`src/rtl/txcap_pkg.sv`:
```
package txcap_pkg;
   localparam int BYTE_W = 8;
   localparam int CTL_W  = 2;
   localparam int WORD_W = BYTE_W + CTL_W + 1;

   typedef enum logic [1:0] {
      CM_ENC2    = 2'b00,
      CM_ENC3    = 2'b01,
      CM_RAW     = 2'b10,
      CM_RAW_ALT = 2'b11
   } cap_mode_e;

   typedef struct packed {
      logic              perr;
      logic [CTL_W-1:0]  ctl;
      logic [BYTE_W-1:0] dat;
   } lane_ent_t;

   localparam int ENT_W = $bits(lane_ent_t);
endpackage

```
`src/rtl/txcap_lane.sv`:
```
module txcap_lane
   import txcap_pkg::*;
#(
   parameter bit ODD_PAR = 1'b1
) (
   input  logic              clk,
   input  logic              rst_n,
   input  logic              wr,
   input  logic              chk_en,
   input  logic [BYTE_W-1:0] dat,
   input  logic [CTL_W-1:0]  ctl,
   input  logic              par,
   output logic              cap_v,
   output lane_ent_t         cap_ent
);
   logic par_bad;

   generate
      if (ODD_PAR) begin : g_odd
         assign par_bad = ~(^{dat, par});
      end else begin : g_even
         assign par_bad = ^{dat, par};
      end
   endgenerate

   always_ff @(posedge clk or negedge rst_n) begin
      if (!rst_n) begin
         cap_v   <= 1'b0;
         cap_ent <= '0;
      end else begin
         cap_v <= wr;
         if (wr) begin
            cap_ent.dat  <= dat;
            cap_ent.ctl  <= ctl;
            cap_ent.perr <= chk_en & par_bad;
         end
      end
   end
endmodule

```
`src/rtl/txcap_fifo.sv`:
```
module txcap_fifo #(
   parameter int W     = 11,
   parameter int DEPTH = 4
) (
   input  logic         clk,
   input  logic         rst_n,
   input  logic         flush,
   input  logic         push,
   input  logic [W-1:0] din,
   input  logic         pop,
   output logic [W-1:0] dout,
   output logic         empty,
   output logic         full
);
   localparam int AW = (DEPTH > 1) ? $clog2(DEPTH) : 1;

   generate
      if (DEPTH < 2 || (1 << AW) != DEPTH) begin : g_bad_depth
         $error("txcap_fifo: DEPTH must be a power of two, at least 2");
      end
      if (W < 1) begin : g_bad_width
         $error("txcap_fifo: W must be positive");
      end
   endgenerate

   logic [W-1:0] mem [DEPTH];
   logic [AW:0]  wp, rp;

   assign empty = (wp == rp);
   assign full  = (wp[AW] != rp[AW]) && (wp[AW-1:0] == rp[AW-1:0]);
   assign dout  = mem[rp[AW-1:0]];

   always_ff @(posedge clk) begin
      if (push && !full && !flush) begin
         mem[wp[AW-1:0]] <= din;
      end
   end

   always_ff @(posedge clk or negedge rst_n) begin
      if (!rst_n) begin
         wp <= '0;
         rp <= '0;
      end else if (flush) begin
         wp <= '0;
         rp <= '0;
      end else begin
         if (push && !full) wp <= wp + 1'b1;
         if (pop && !empty) rp <= rp + 1'b1;
      end
   end
endmodule

```
`src/rtl/txcap_quad.sv`:
```
module txcap_quad
   import txcap_pkg::*;
#(
   parameter int LANES      = 4,
   parameter int FIFO_DEPTH = 4,
   parameter bit ODD_PAR    = 1'b1
) (
   input  logic                      clk,
   input  logic                      rst_n,
   input  logic                      indep,
   input  logic [1:0]                mode,
   input  logic                      par_chk_en,
   input  logic                      sel_in,
   input  logic [LANES-1:0]          lane_wr,
   input  logic [LANES*BYTE_W-1:0]   lane_dat,
   input  logic [LANES*CTL_W-1:0]    lane_ctl,
   input  logic [LANES-1:0]          lane_par,
   output logic                      out_valid,
   output logic [LANES*WORD_W-1:0]   out_word,
   output logic [LANES-1:0]          par_err
);
   generate
      if (LANES < 1) begin : g_bad_lanes
         $error("txcap_quad: LANES must be at least 1");
      end
   endgenerate

   cap_mode_e        mode_e;
   logic [LANES-1:0] wr_eff;
   logic [LANES-1:0] cap_v;
   lane_ent_t        cap_ent  [LANES];
   lane_ent_t        head_ent [LANES];
   lane_ent_t        src_ent  [LANES];
   logic             cap_sel;
   logic             head_sel;
   logic             src_sel;
   logic [LANES-1:0] fifo_push;
   logic [LANES-1:0] fifo_full;
   logic [LANES-1:0] fifo_empty;
   logic             all_ready;
   logic             fifo_pop;
   logic             emit;

   assign mode_e = cap_mode_e'(mode);
   assign wr_eff = indep ? lane_wr : {LANES{lane_wr[0]}};

   // shared select: taken only with lane A's write, only in three-bit control mode
   always_ff @(posedge clk or negedge rst_n) begin
      if (!rst_n) begin
         cap_sel <= 1'b0;
      end else if (wr_eff[0]) begin
         cap_sel <= (mode_e == CM_ENC3) & sel_in;
      end
   end

   generate
      for (genvar i = 0; i < LANES; i++) begin : g_lane
         txcap_lane #(.ODD_PAR(ODD_PAR)) u_lane (
            .clk    (clk),
            .rst_n  (rst_n),
            .wr     (wr_eff[i]),
            .chk_en (par_chk_en),
            .dat    (lane_dat[i*BYTE_W +: BYTE_W]),
            .ctl    (lane_ctl[i*CTL_W +: CTL_W]),
            .par    (lane_par[i]),
            .cap_v  (cap_v[i]),
            .cap_ent(cap_ent[i])
         );

         assign fifo_push[i] = cap_v[i] & indep;

         if (i == 0) begin : g_lead
            // lane A's buffer also carries the select bit
            logic [ENT_W:0] lead_head;
            txcap_fifo #(.W(ENT_W + 1), .DEPTH(FIFO_DEPTH)) u_fifo (
               .clk  (clk),
               .rst_n(rst_n),
               .flush(~indep),
               .push (fifo_push[i]),
               .din  ({cap_sel, cap_ent[i]}),
               .pop  (fifo_pop),
               .dout (lead_head),
               .empty(fifo_empty[i]),
               .full (fifo_full[i])
            );
            assign head_sel    = lead_head[ENT_W];
            assign head_ent[i] = lane_ent_t'(lead_head[ENT_W-1:0]);
         end else begin : g_follow
            logic [ENT_W-1:0] fol_head;
            txcap_fifo #(.W(ENT_W), .DEPTH(FIFO_DEPTH)) u_fifo (
               .clk  (clk),
               .rst_n(rst_n),
               .flush(~indep),
               .push (fifo_push[i]),
               .din  (cap_ent[i]),
               .pop  (fifo_pop),
               .dout (fol_head),
               .empty(fifo_empty[i]),
               .full (fifo_full[i])
            );
            assign head_ent[i] = lane_ent_t'(fol_head);
         end

         assign src_ent[i] = indep ? head_ent[i] : cap_ent[i];
      end
   endgenerate

   assign all_ready = ~|fifo_empty;
   assign fifo_pop  = indep & all_ready;
   assign emit      = indep ? all_ready : cap_v[0];
   assign src_sel   = indep ? head_sel : cap_sel;

   always_ff @(posedge clk or negedge rst_n) begin
      if (!rst_n) begin
         out_valid <= 1'b0;
         par_err   <= '0;
         out_word  <= '0;
      end else begin
         out_valid <= emit;
         for (int i = 0; i < LANES; i++) begin
            par_err[i] <= emit & src_ent[i].perr;
            if (emit) begin
               out_word[i*WORD_W +: WORD_W] <= {src_sel, src_ent[i].ctl, src_ent[i].dat};
            end
         end
      end
   end
endmodule

```
`config.mk`:
```
export PLATFORM = sky130hd
export DESIGN_NAME = txcap_quad
export DESIGN_NICKNAME = d
export VERILOG_FILES = /design/src/rtl/txcap_pkg.sv /design/src/rtl/txcap_lane.sv /design/src/rtl/txcap_fifo.sv /design/src/rtl/txcap_quad.sv
export SDC_FILE = /design/constraint.sdc
export NUM_CORES = 1
export LEC_CHECK = 0
export BUFFER_PORTS_ARGS = -buffer_cell sky130_fd_sc_hd__buf_4
export CORE_MARGIN = 2
export CORE_UTILIZATION = 30
export DETAILED_ROUTE_END_ITERATION = 7
export PLACE_DENSITY = 0.57
export RECOVER_POWER = 25
export REMOVE_ABC_BUFFERS = 1
export SLEW_MARGIN = 10
export SYNTH_ARGS = -nofsm -noshare
export SYNTH_HDL_FRONTEND = slang
export SYNTH_SLANG_ARGS = --single-unit
```
`constraint.sdc`:
```
create_clock -name clk -period 1.76 [get_ports clk]
set_input_delay 0.44 -clock clk [delete_from_list [all_inputs] [get_ports clk]]
set_output_delay 0.44 -clock clk [all_outputs]
set_load 0.05 [all_outputs]
```
==> impl_metrics.toml, run 1 <==
[power]
power_mw = 18.2
p_sw_share_pct = 27.2
seqPwrFrac_pct = 47.3
comb_power_share_pct = 15.6
switchingPower_mw = 4.95
worst_ir_drop_vdd_mv = 0.517
power_frac_clock_pct = 37.2
p_leak_nw = 6.02
p_int_mw = 13.3
powerDensity_nw_per_um2 = 1160

[global_routing]
grtUsageMet1_pct = 18.6
grt_util_met3_pct = 3.25
antenna_found_initial = 1
grt_busiest_layer = "met2"
met2_usage_pct = 22.2
grt_pass1_wl_um = 45900
grt_max_degree = 45
grt_usage_pct = 13.6
gr-total-overflow = 0
grt_pass1_vias = 7685

[sta]
finalHoldViolCount = 0
setup-violations-final = 0
rsz0062_at_grt = "true"
fmax_mhz = 569
post-route-min-period_ns = 1.76
tightest_slew_ns = 0.907
clock_skew_ns = 0.0160
maxSlewViolCount = 0
max_slew_margin_pct = 39.5
fin_crit_sh_pct = 99.9

[floorplan]
fp.dieW_um = 208
coreArea_um2 = 40800
start_util_pct = 30.4
die_height_um = 208
design.die.area_um2 = 43100
rows = 74
pin_count = 104

[worst_setup_path]
worst_ep_required_time_ns = 2.13
worst-path-buf-inv = 2
setup.worst_path.end_class = "flip-flop"
startpoint_type = "flip-flop"
cpLargestDelayFamily = "simple AND/OR/NAND/NOR gates"
critPathKind = "flip-flop to flip-flop"
crit_arrival_ns = 2.13
worstPathCellList = "xor2_1 -> or2_1 -> o2111a_2 -> buf_12 -> buf_12 -> nand3_1 -> nand3_1"
timing.critical_path.slowest_stage_cell = "dfrtp_1"
critPathMaxStageDelay_ns = 0.40
crit_fanout = 15

[logic_synthesis]
synth_cell_type_count = 33
synth_area_per_cell_um2 = 15.7
synth-edff-count = 180
yosysWarnings = 0
yosys-top-cells-count = "180 x edfxtp_1, 123 x nand3_1, 119 x dfrtp_1"
synth_area_um2 = 12400
async_flop_share_pct = 39.8
yosysMostFrequentCell = "edfxtp_1"
synth-seq-cells = 299
ys.flop_type = "edfxtp_1"
synth_largest_area_cell = "edfxtp_1"
netlist.area_leader.share_pct = 43.5
synthTopCellsByArea = "edfxtp_1 44%, dfrtp_1 24%, mux4_2 8.2%"
yosysSeqAreaShare_pct = 67.5
syn_inst = 791

[routing]
drc = 0
vias = 7191
routed_via_density = 4.74
ant_nets = 0
drt_iter0_drc = 393
wl_per_cell_um = 19.1
dr.pass1.iters = 5
drt-total-wl_um = 29000

[cells_and_area]
nets = 1033
syn_to_final_growth_pct = 26.7
final_cells = 1517
drive_gt1_share_pct = 34.3
final_util_pct = 38.6

[cts]
htree_num_levels = 2
clkSinkCount = 299
cts.path.max_buffers = 3
worst_skew_pair.late_latency_ns = 0.51
clockRootBuffer = "clkbuf_16"
clk_pin_slew_worst_paths_ns = 0.06
cts_buffers = 35
cts_tree = "built"

[placed_design]
placed_cells = 1449
dp_hpwl_um = 19000
globalplace.congestion = 0.729
numPortBuffers = 103

[worst_hold_path]
min_path_type = "input pin to flip-flop"

[status]
status = "completed"

[flow_run]
cap_violations = 0
==> layout by cell type, fill, tap and decap left out, types with 27 or more instances in the layout <==
cell type  synthesis  routed
dfrtp_1          119     119
edfxtp_1         180     180
nand2_1           36      36
buf_4              4     150
clkbuf_16          0      37
nand3_1          123     102
xnor2_1           38      38
a22oi_1           41      41
buf_12             0      27
mux4_2            45      45
mux2_2            40      40
==> power groups by stage <==
stage	combinational [mW]	clock, mW	sequential [mW]
3_3_place_gp	2.83	0	8.72
4_1_cts	2.87	6.93	8.62
6_report	2.84	6.77	8.60
2_1_floorplan	0.915	0	9.35
5_1_grt	3.07	7.24	8.70
3_5_place_dp	2.86	0	8.75
==> final timing paths <==
path                                                            from                                        end  slack (ns)  depth (start not counted)
setup reg to reg           g_lane[0].g_lead.u_fifo.wp[0]$_DFFE_PN0P_                   out_word[38]$_DFFE_PN0P_       0.002                          7
max in group asynchronous                                      rst_n    g_lane[3].u_lane.cap_ent[1]$_DFFE_PN0P_        0.47                          3
hold / removal                                           lane_ctl[0]    g_lane[0].u_lane.cap_ent[8]$_DFFE_PN0P_        0.16                          2
min in group asynchronous                                      rst_n    g_lane[3].u_lane.cap_ent[7]$_DFFE_PN0P_        0.55                          2
setup / recovery           g_lane[0].g_lead.u_fifo.wp[0]$_DFFE_PN0P_                   out_word[38]$_DFFE_PN0P_       0.002                          7
hold reg to reg            g_lane[0].g_lead.u_fifo.wp[2]$_DFFE_PN0P_  g_lane[0].g_lead.u_fifo.wp[2]$_DFFE_PN0P_        0.51                          1
==> cell type report <==
cell class,count,area (um2)
antenna,1,2.50
clock buffer,53,1020
clock inverter,10,68.8
fill,3771,25100
inverter,13,48.8
multi-input combinational,429,3870
sequential,299,8380
tap,532,666
timing repair buffer,180,1690
==> timing repair <==
action / 4_1_cts / 5_1_grt
buffers inserted: 3 / 0
hold buffers: 1 / 0
resized for setup: 0 / 24
hold endpoints to repair: 20 / 0
setup endpoints to repair: 15 / 35
pin swaps: 1 / 2
==> cells by family (layout without fill, tap and decap cells) <==
family                   count (synthesis)  count (layout)  share of synthesized area [%]
flip-flops                             299             299                           67.5
multiplexers                            94              94                           12.5
adder cells (fa/ha/maj)                 20              20                           2.01
other                                    0               1                              0
AND/OR/NAND/NOR                        196             196                           7.91
XOR/XNOR                                51              51                           3.59
buffers and inverters                   63             256                           2.43
AO/OA/AOI/OAI                           68              68                           4.08
==> per-stage QoR <==
| step | hold WS, ns | instance area (um2) | setup TNS (ns) | setup WS, ns |
|---|---|---|---|---|
| after detailed placement | 0.397 | 14500 | -0.157 | -0.0171 |
| after CTS | 0.144 | 15600 | -0.0118 | -0.0118 |
| after global placement | 0.395 | 14500 | -0.193 | -0.0153 |
| after global routing | 0.148 | 15700 | -1.34 | -0.0811 |
| final | 0.162 | 15700 | 0 | 0.00179 |
| after floorplan | 0.144 | 12200 | -107.61 | -0.977 |
==> sequential cells by signal, summed over array words and instances (netlist names) <==
register	flops
g_lane.u_lane.cap_ent	44
out_word	41
g_lane.g_lead.u_fifo.mem	48
g_lane.g_lead.u_fifo.rp	3
g_lane.g_follow.u_fifo.mem	132
out_valid	1
g_lane.u_lane.cap_v	4
g_lane.g_follow.u_fifo.wp	9
cap_sel	1
g_lane.g_lead.u_fifo.wp	3
g_lane.g_follow.u_fifo.rp	9
par_err	4
==> routing by layer <==
| layer | part of all wire [%] | up-vias |
|---|---|---|
| li1 | - | 3339 |
| met5 | 0 | - |
| met1 | 45 | 3671 |
| met2 | 49 | 150 |
| met3 | 4.8 | 31 |
| met4 | 1.5 | 0 |
==> worst reg2reg max path, cell delays in order, from the launching register on <==
cell      delay (ns)
dfrtp_1         0.40
xor2_1          0.17
or2_1           0.26
o2111a_2        0.31
buf_12          0.17
buf_12          0.15
nand3_1         0.08
nand3_1         0.09
(Power assumes the default switching activity.)
==> inputs of run 2 (changes only) <==
PLACE_DENSITY = unset   (was 0.57)
SETUP_SLACK_MARGIN = 0.02   (was unset)
==> impl_metrics.toml, run 2 (synthesis gave the netlist of run 1 again) <==
[placed_design]
numPortBuffers = 103
placed_cells = 1457
globalplace.congestion = 0.725
dp_hpwl_um = 18500
postPlaceCellArea_um2 = 14400

[worst_setup_path]
critPathMaxStageDelay_ns = 0.41
ff2ff_setup_slack_ns = 0.009
crit_start = "g_lane[0].g_lead.u_fifo.wp[0]$_DFFE_PN0P_"
setup.worst_path.end_class = "flip-flop"
critPathKind = "flip-flop to flip-flop"
worstPathCellList = "xor2_2 -> or2_4 -> o2111ai_4 -> buf_6 -> clkbuf_16 -> nand3_1 -> nand3_1"
r2r-end = "out_word[19]$_DFFE_PN0P_"
crit_fanout = 6
timing.critical_path.slowest_stage_cell = "dfrtp_1"
r2r_start = "g_lane[0].g_lead.u_fifo.wp[0]$_DFFE_PN0P_"
worst_ep_required_time_ns = 2.20
crit_arrival_ns = 2.19
crit_path_frequent_cell = "nand3_1"
r2r_cells = 7
startpoint_type = "flip-flop"

[cts]
clkSinkCount = 299
htree_num_levels = 2
clockRootBuffer = "clkbuf_16"
worst_skew_pair.late_latency_ns = 0.51
clk_pin_slew_worst_paths_ns = 0.06
cts_buffers = 35
cts.path.max_buffers = 3
cts_tree = "built"

[cells_and_area]
syn_to_final_growth_pct = 29.9
largest_reg_flops = 132
final_area_um2 = 16100
layout_common_cells = "180 x edfxtp_1, 167 x buf_4, 119 x dfrtp_1"
multi_input_area_um2 = 4110
drive_gt1_share_pct = 39.4
final_cells = 1529
nets = 1047
regArea_um2 = 8380
layout_commonest_cell = "edfxtp_1"
fillCellCount = 3747
num_antenna_cells = 0

[sta]
maxSlewViolCount = 0
rsz0062_at_grt = "true"
finalHoldViolCount = 0
clock_skew_ns = 0.0159
fmax_mhz = 571
max_slew_margin_pct = 39.7
tightest_slew_ns = 0.904
setup_tns_ns = 0
hold_ws_ns = 0.162
fin_crit_sh_pct = 99.5
setup-violations-final = 0
post-route-min-period_ns = 1.75

[worst_hold_path]
min_path_type = "input pin to flip-flop"
hold_end = "g_lane[2].u_lane.cap_ent[9]$_DFFE_PN0P_"
holdPathStages = 2
worstHoldStart = "lane_ctl[5]"

[floorplan]
pin_count = 104
start_util_pct = 30.4
coreArea_um2 = 40800
design.die.area_um2 = 43100
die_height_um = 208
fp.dieW_um = 208
rows = 74

[power]
power_mw = 19.0
powerDensity_nw_per_um2 = 1170
worst_ir_drop_vdd_mv = 0.586
p_leak_nw = 6.30

[global_routing]
grt_pass1_wl_um = 45100
grt_max_degree = 79
grt_pass1_vias = 7623
grt_usage_pct = 13.3
antenna_found_initial = 0
gr-total-overflow = 0

[routing]
dr.pass1.iters = 5
wl_per_cell_um = 19.2
drt-total-wl_um = 29300
vias = 7377
routed_via_density = 4.82
drc = 0
drt_iter0_drc = 420
ant_nets = 0

[status]
status = "completed"

[flow_run]
cap_violations = 0
## run 2: cell count changes in the layout (fill, tap and decap cells not counted), sizes merged
cell      change
bufinv        +4
clkbuf       -11
clkinv        +5
clkinvlp      +3
diode         -1
buf          +12
## run 2: cell type report
cell class / count / share of cell area (%)
clock buffer: 40 / 5.93
inverter: 13 / 0.302
sequential: 299 / 51.9
clock inverter: 22 / 1.43
tap: 532 / 4.12
timing repair buffer: 194 / 10.8
multi-input combinational: 429 / 25.5
## run 2: metal layers
metal | GRT usage, % | routed length (um)
met5 | 0 | 0
met3 | 2.60 | 1410
met2 | 21.7 | 14300
met1 | 18.3 | 13000
met4 | 3.40 | 542
## run 2: power by group
group	internal [mW]	switching [mW]
combinational	1.20	1.75
clock	4.50	2.87
sequential	8.12	0.509
total	13.8	5.13
## run 2: how the worst max path moves through the flow
| stage | depth (start not counted) | end |
|---|---|---|
| after floorplan | 5 | g_lane[0].g_lead.u_fifo.rp[0]$_DFFE_PN0P_ |
| after global placement | 5 | g_lane[1].g_follow.u_fifo.mem[2][2]$_DFFE_PP_ |
| after detailed placement | 5 | g_lane[1].u_lane.cap_ent[4]$_DFFE_PN0P_ |
| after CTS | 5 | par_err[3]$_DFF_PN0_ |
| after global routing | 7 | out_word[16]$_DFFE_PN0P_ |
| final | 7 | out_word[19]$_DFFE_PN0P_ |
## run 2: critical path, delay by kind of cell (launching register included)
| kind | cells | cell delay (ns) |
|---|---|---|
| compound gates | 1 | 0.30 |
| xor+xnor | 1 | 0.19 |
| buf+inv | 2 | 0.37 |
| flops | 1 | 0.41 |
| simple gates | 3 | 0.41 |
## run 2: repair_timing
action                                 CTS  global route
setup endpoints to repair                3            83
resized for setup                        1            71
endpoints found under the hold margin    1             0
pin swaps                                1            25
hold buffers                             1             0
cloned                                   0             4
buffers inserted                         0             5
## run 2: per-stage QoR
step           util [%]  setup WS (ns)
2_1_floorplan         -         -0.977
3_3_place_gp       35.4        -0.0666
3_5_place_dp       35.4        -0.0722
4_1_cts            38.3         0.0264
5_1_grt            39.5        -0.0576
6_report           39.5        0.00921
==> inputs of run 3 (changes only) <==
BUFFER_PORTS_ARGS = -buffer_cell sky130_fd_sc_hd__buf_2   (was -buffer_cell sky130_fd_sc_hd__buf_4)
==> impl_metrics.toml, run 3 (synthesis gave the netlist of run 1 again) <==
[flow_run]
cap_violations = 0

[sta]
finalHoldViolCount = 0
setup_tns_ns = 0
rsz0062_at_grt = "true"
tightest_slew_ns = 1.05
hold_ws_ns = 0.119
timing.final.ws_setup_ns = 0.0278
max_slew_margin_pct = 30.3
clock_skew_ns = 0.0126
setup-violations-final = 0
post-route-min-period_ns = 1.73
maxSlewViolCount = 0
fin_crit_sh_pct = 98.4
fmax_mhz = 577

[cells_and_area]
final_area_um2 = 15400
fillCellCount = 3817
largest_reg_flops = 132
num_antenna_cells = 0
drive_gt1_share_pct = 33.5
syn_to_final_growth_pct = 24.1
layout_commonest_cell = "edfxtp_1"
nets = 1037
layout_common_cells = "180 x edfxtp_1, 120 x nand3_1, 119 x dfrtp_1"

[floorplan]
coreArea_um2 = 40800
fp.dieW_um = 208
die_height_um = 208
start_util_pct = 30.4
pin_count = 104
design.die.area_um2 = 43100
rows = 74

[cts]
worst_skew_pair.late_latency_ns = 0.55
cts.path.max_buffers = 3
cts_tree = "built"
clk_pin_slew_worst_paths_ns = 0.06
cts_buffers = 30
clkSinkCount = 299
clockRootBuffer = "clkbuf_16"
htree_num_levels = 1

[placed_design]
place_ws_ns = -0.0760
globalplace.congestion = 0.735
numPortBuffers = 103
dp_hpwl_um = 18600
postPlaceCellArea_um2 = 14300

[worst_setup_path]
crit_end = "out_word[42]$_DFFE_PN0P_"
critPathKind = "flip-flop to flip-flop"
worst_ep_required_time_ns = 2.19
setup.worst_path.end_class = "flip-flop"
crit_arrival_ns = 2.16
r2r_cells = 7
r2r_start = "g_lane[0].g_lead.u_fifo.rp[1]$_DFFE_PN0P_"
crit_fanout = 11
ff2ff_setup_slack_ns = 0.03
startpoint_type = "flip-flop"
r2r-end = "out_word[42]$_DFFE_PN0P_"
crit_start = "g_lane[0].g_lead.u_fifo.rp[1]$_DFFE_PN0P_"

[global_routing]
gr-total-overflow = 0
grt_pass1_vias = 7533
grt_pass1_wl_um = 43900
grt_usage_pct = 12.9
grt_max_degree = 41
antenna_found_initial = 0

[power]
power_frac_clock_pct = 38.1
p_leak_nw = 5.94
seqPwrFrac_pct = 47.2
comb_power_share_pct = 14.7
switchingPower_mw = 4.76
p_int_mw = 13.4
powerDensity_nw_per_um2 = 1180
worst_ir_drop_vdd_mv = 0.579
p_sw_share_pct = 26.2

[worst_hold_path]
worstHoldStart = "lane_ctl[7]"
min_path_type = "input pin to flip-flop"

[routing]
drt-total-wl_um = 27900
drc = 0
wl_per_cell_um = 18.3
drt_iter0_drc = 478
routed_via_density = 4.74
dr.pass1.iters = 5
vias = 7188
ant_nets = 0

[status]
status = "completed"
## run 3: worst min path at each step
stage | to | slack (ns) | cells past startpoint
after floorplan | cap_sel$_DFFE_PN0P_ | 0.14 | 0
after global placement | g_lane[3].u_lane.cap_ent[5]$_DFFE_PN0P_ | 0.33 | 1
after detailed placement | g_lane[3].u_lane.cap_ent[5]$_DFFE_PN0P_ | 0.34 | 1
after CTS | g_lane[2].u_lane.cap_ent[9]$_DFFE_PN0P_ | 0.1 | 2
after global routing | g_lane[0].u_lane.cap_ent[9]$_DFFE_PN0P_ | 0.11 | 2
final | g_lane[3].u_lane.cap_ent[9]$_DFFE_PN0P_ | 0.12 | 2
## run 3: final cells by class
class / instances / area, um2 / share of cell area, %
clock buffers: 44 / 875 / 5.67
clock inverters: 12 / 216 / 1.40
inverters: 13 / 48.8 / 0.316
multi-input cells: 429 / 3800 / 24.7
flip-flops and latches: 299 / 8380 / 54.4
well taps: 532 / 666 / 4.32
repair buffers: 189 / 1430 / 9.27
## run 3: critical path: stages, from the launching register on
cell	delay, ns
dfrtp_1	0.40
xor2_1	0.15
or2_1	0.27
o2111a_2	0.31
buf_12	0.16
buf_12	0.14
nand3_1	0.09
nand3_1	0.08
## run 3: metal layers
metal  vias to the layer above  global-route usage [%]  wire length (um)
li1                       3338                       -                 -
met1                      3667                    18.3             12800
met2                       152                    21.0             13300
met3                        31                    2.21              1360
met4                         0                    2.64               428
met5                         -                       0                 0
## run 3: what timing repair did
| action | CTS | global route |
|---|---|---|
| pin swaps | 1 | 5 |
| buffers inserted | 0 | 1 |
| setup endpoints to repair | 13 | 62 |
| hold endpoints to repair | 11 | 0 |
| resized for setup | 0 | 20 |
| hold buffers | 1 | 0 |
## run 3: through the flow
step | utilization, % | power, mW | instances
3_3_place_gp | 34.9 | 11.3 | 1460
4_1_cts | 37.6 | 18.4 | 1517
6_report | 37.8 | 18.2 | 1518
2_1_floorplan | - | 10.3 | 741
3_5_place_dp | 34.9 | 11.4 | 1460
5_1_grt | 37.8 | 18.9 | 1518
## run 3: power by group through the flow
stage,Clock [mW],Combinational [mW],Sequential (mW)
after detailed placement,0,2.70,8.71
final,6.92,2.66,8.57
after global placement,0,2.67,8.68
after floorplan,0,0.915,9.35
after global routing,7.34,2.88,8.66
after CTS,7.08,2.71,8.57
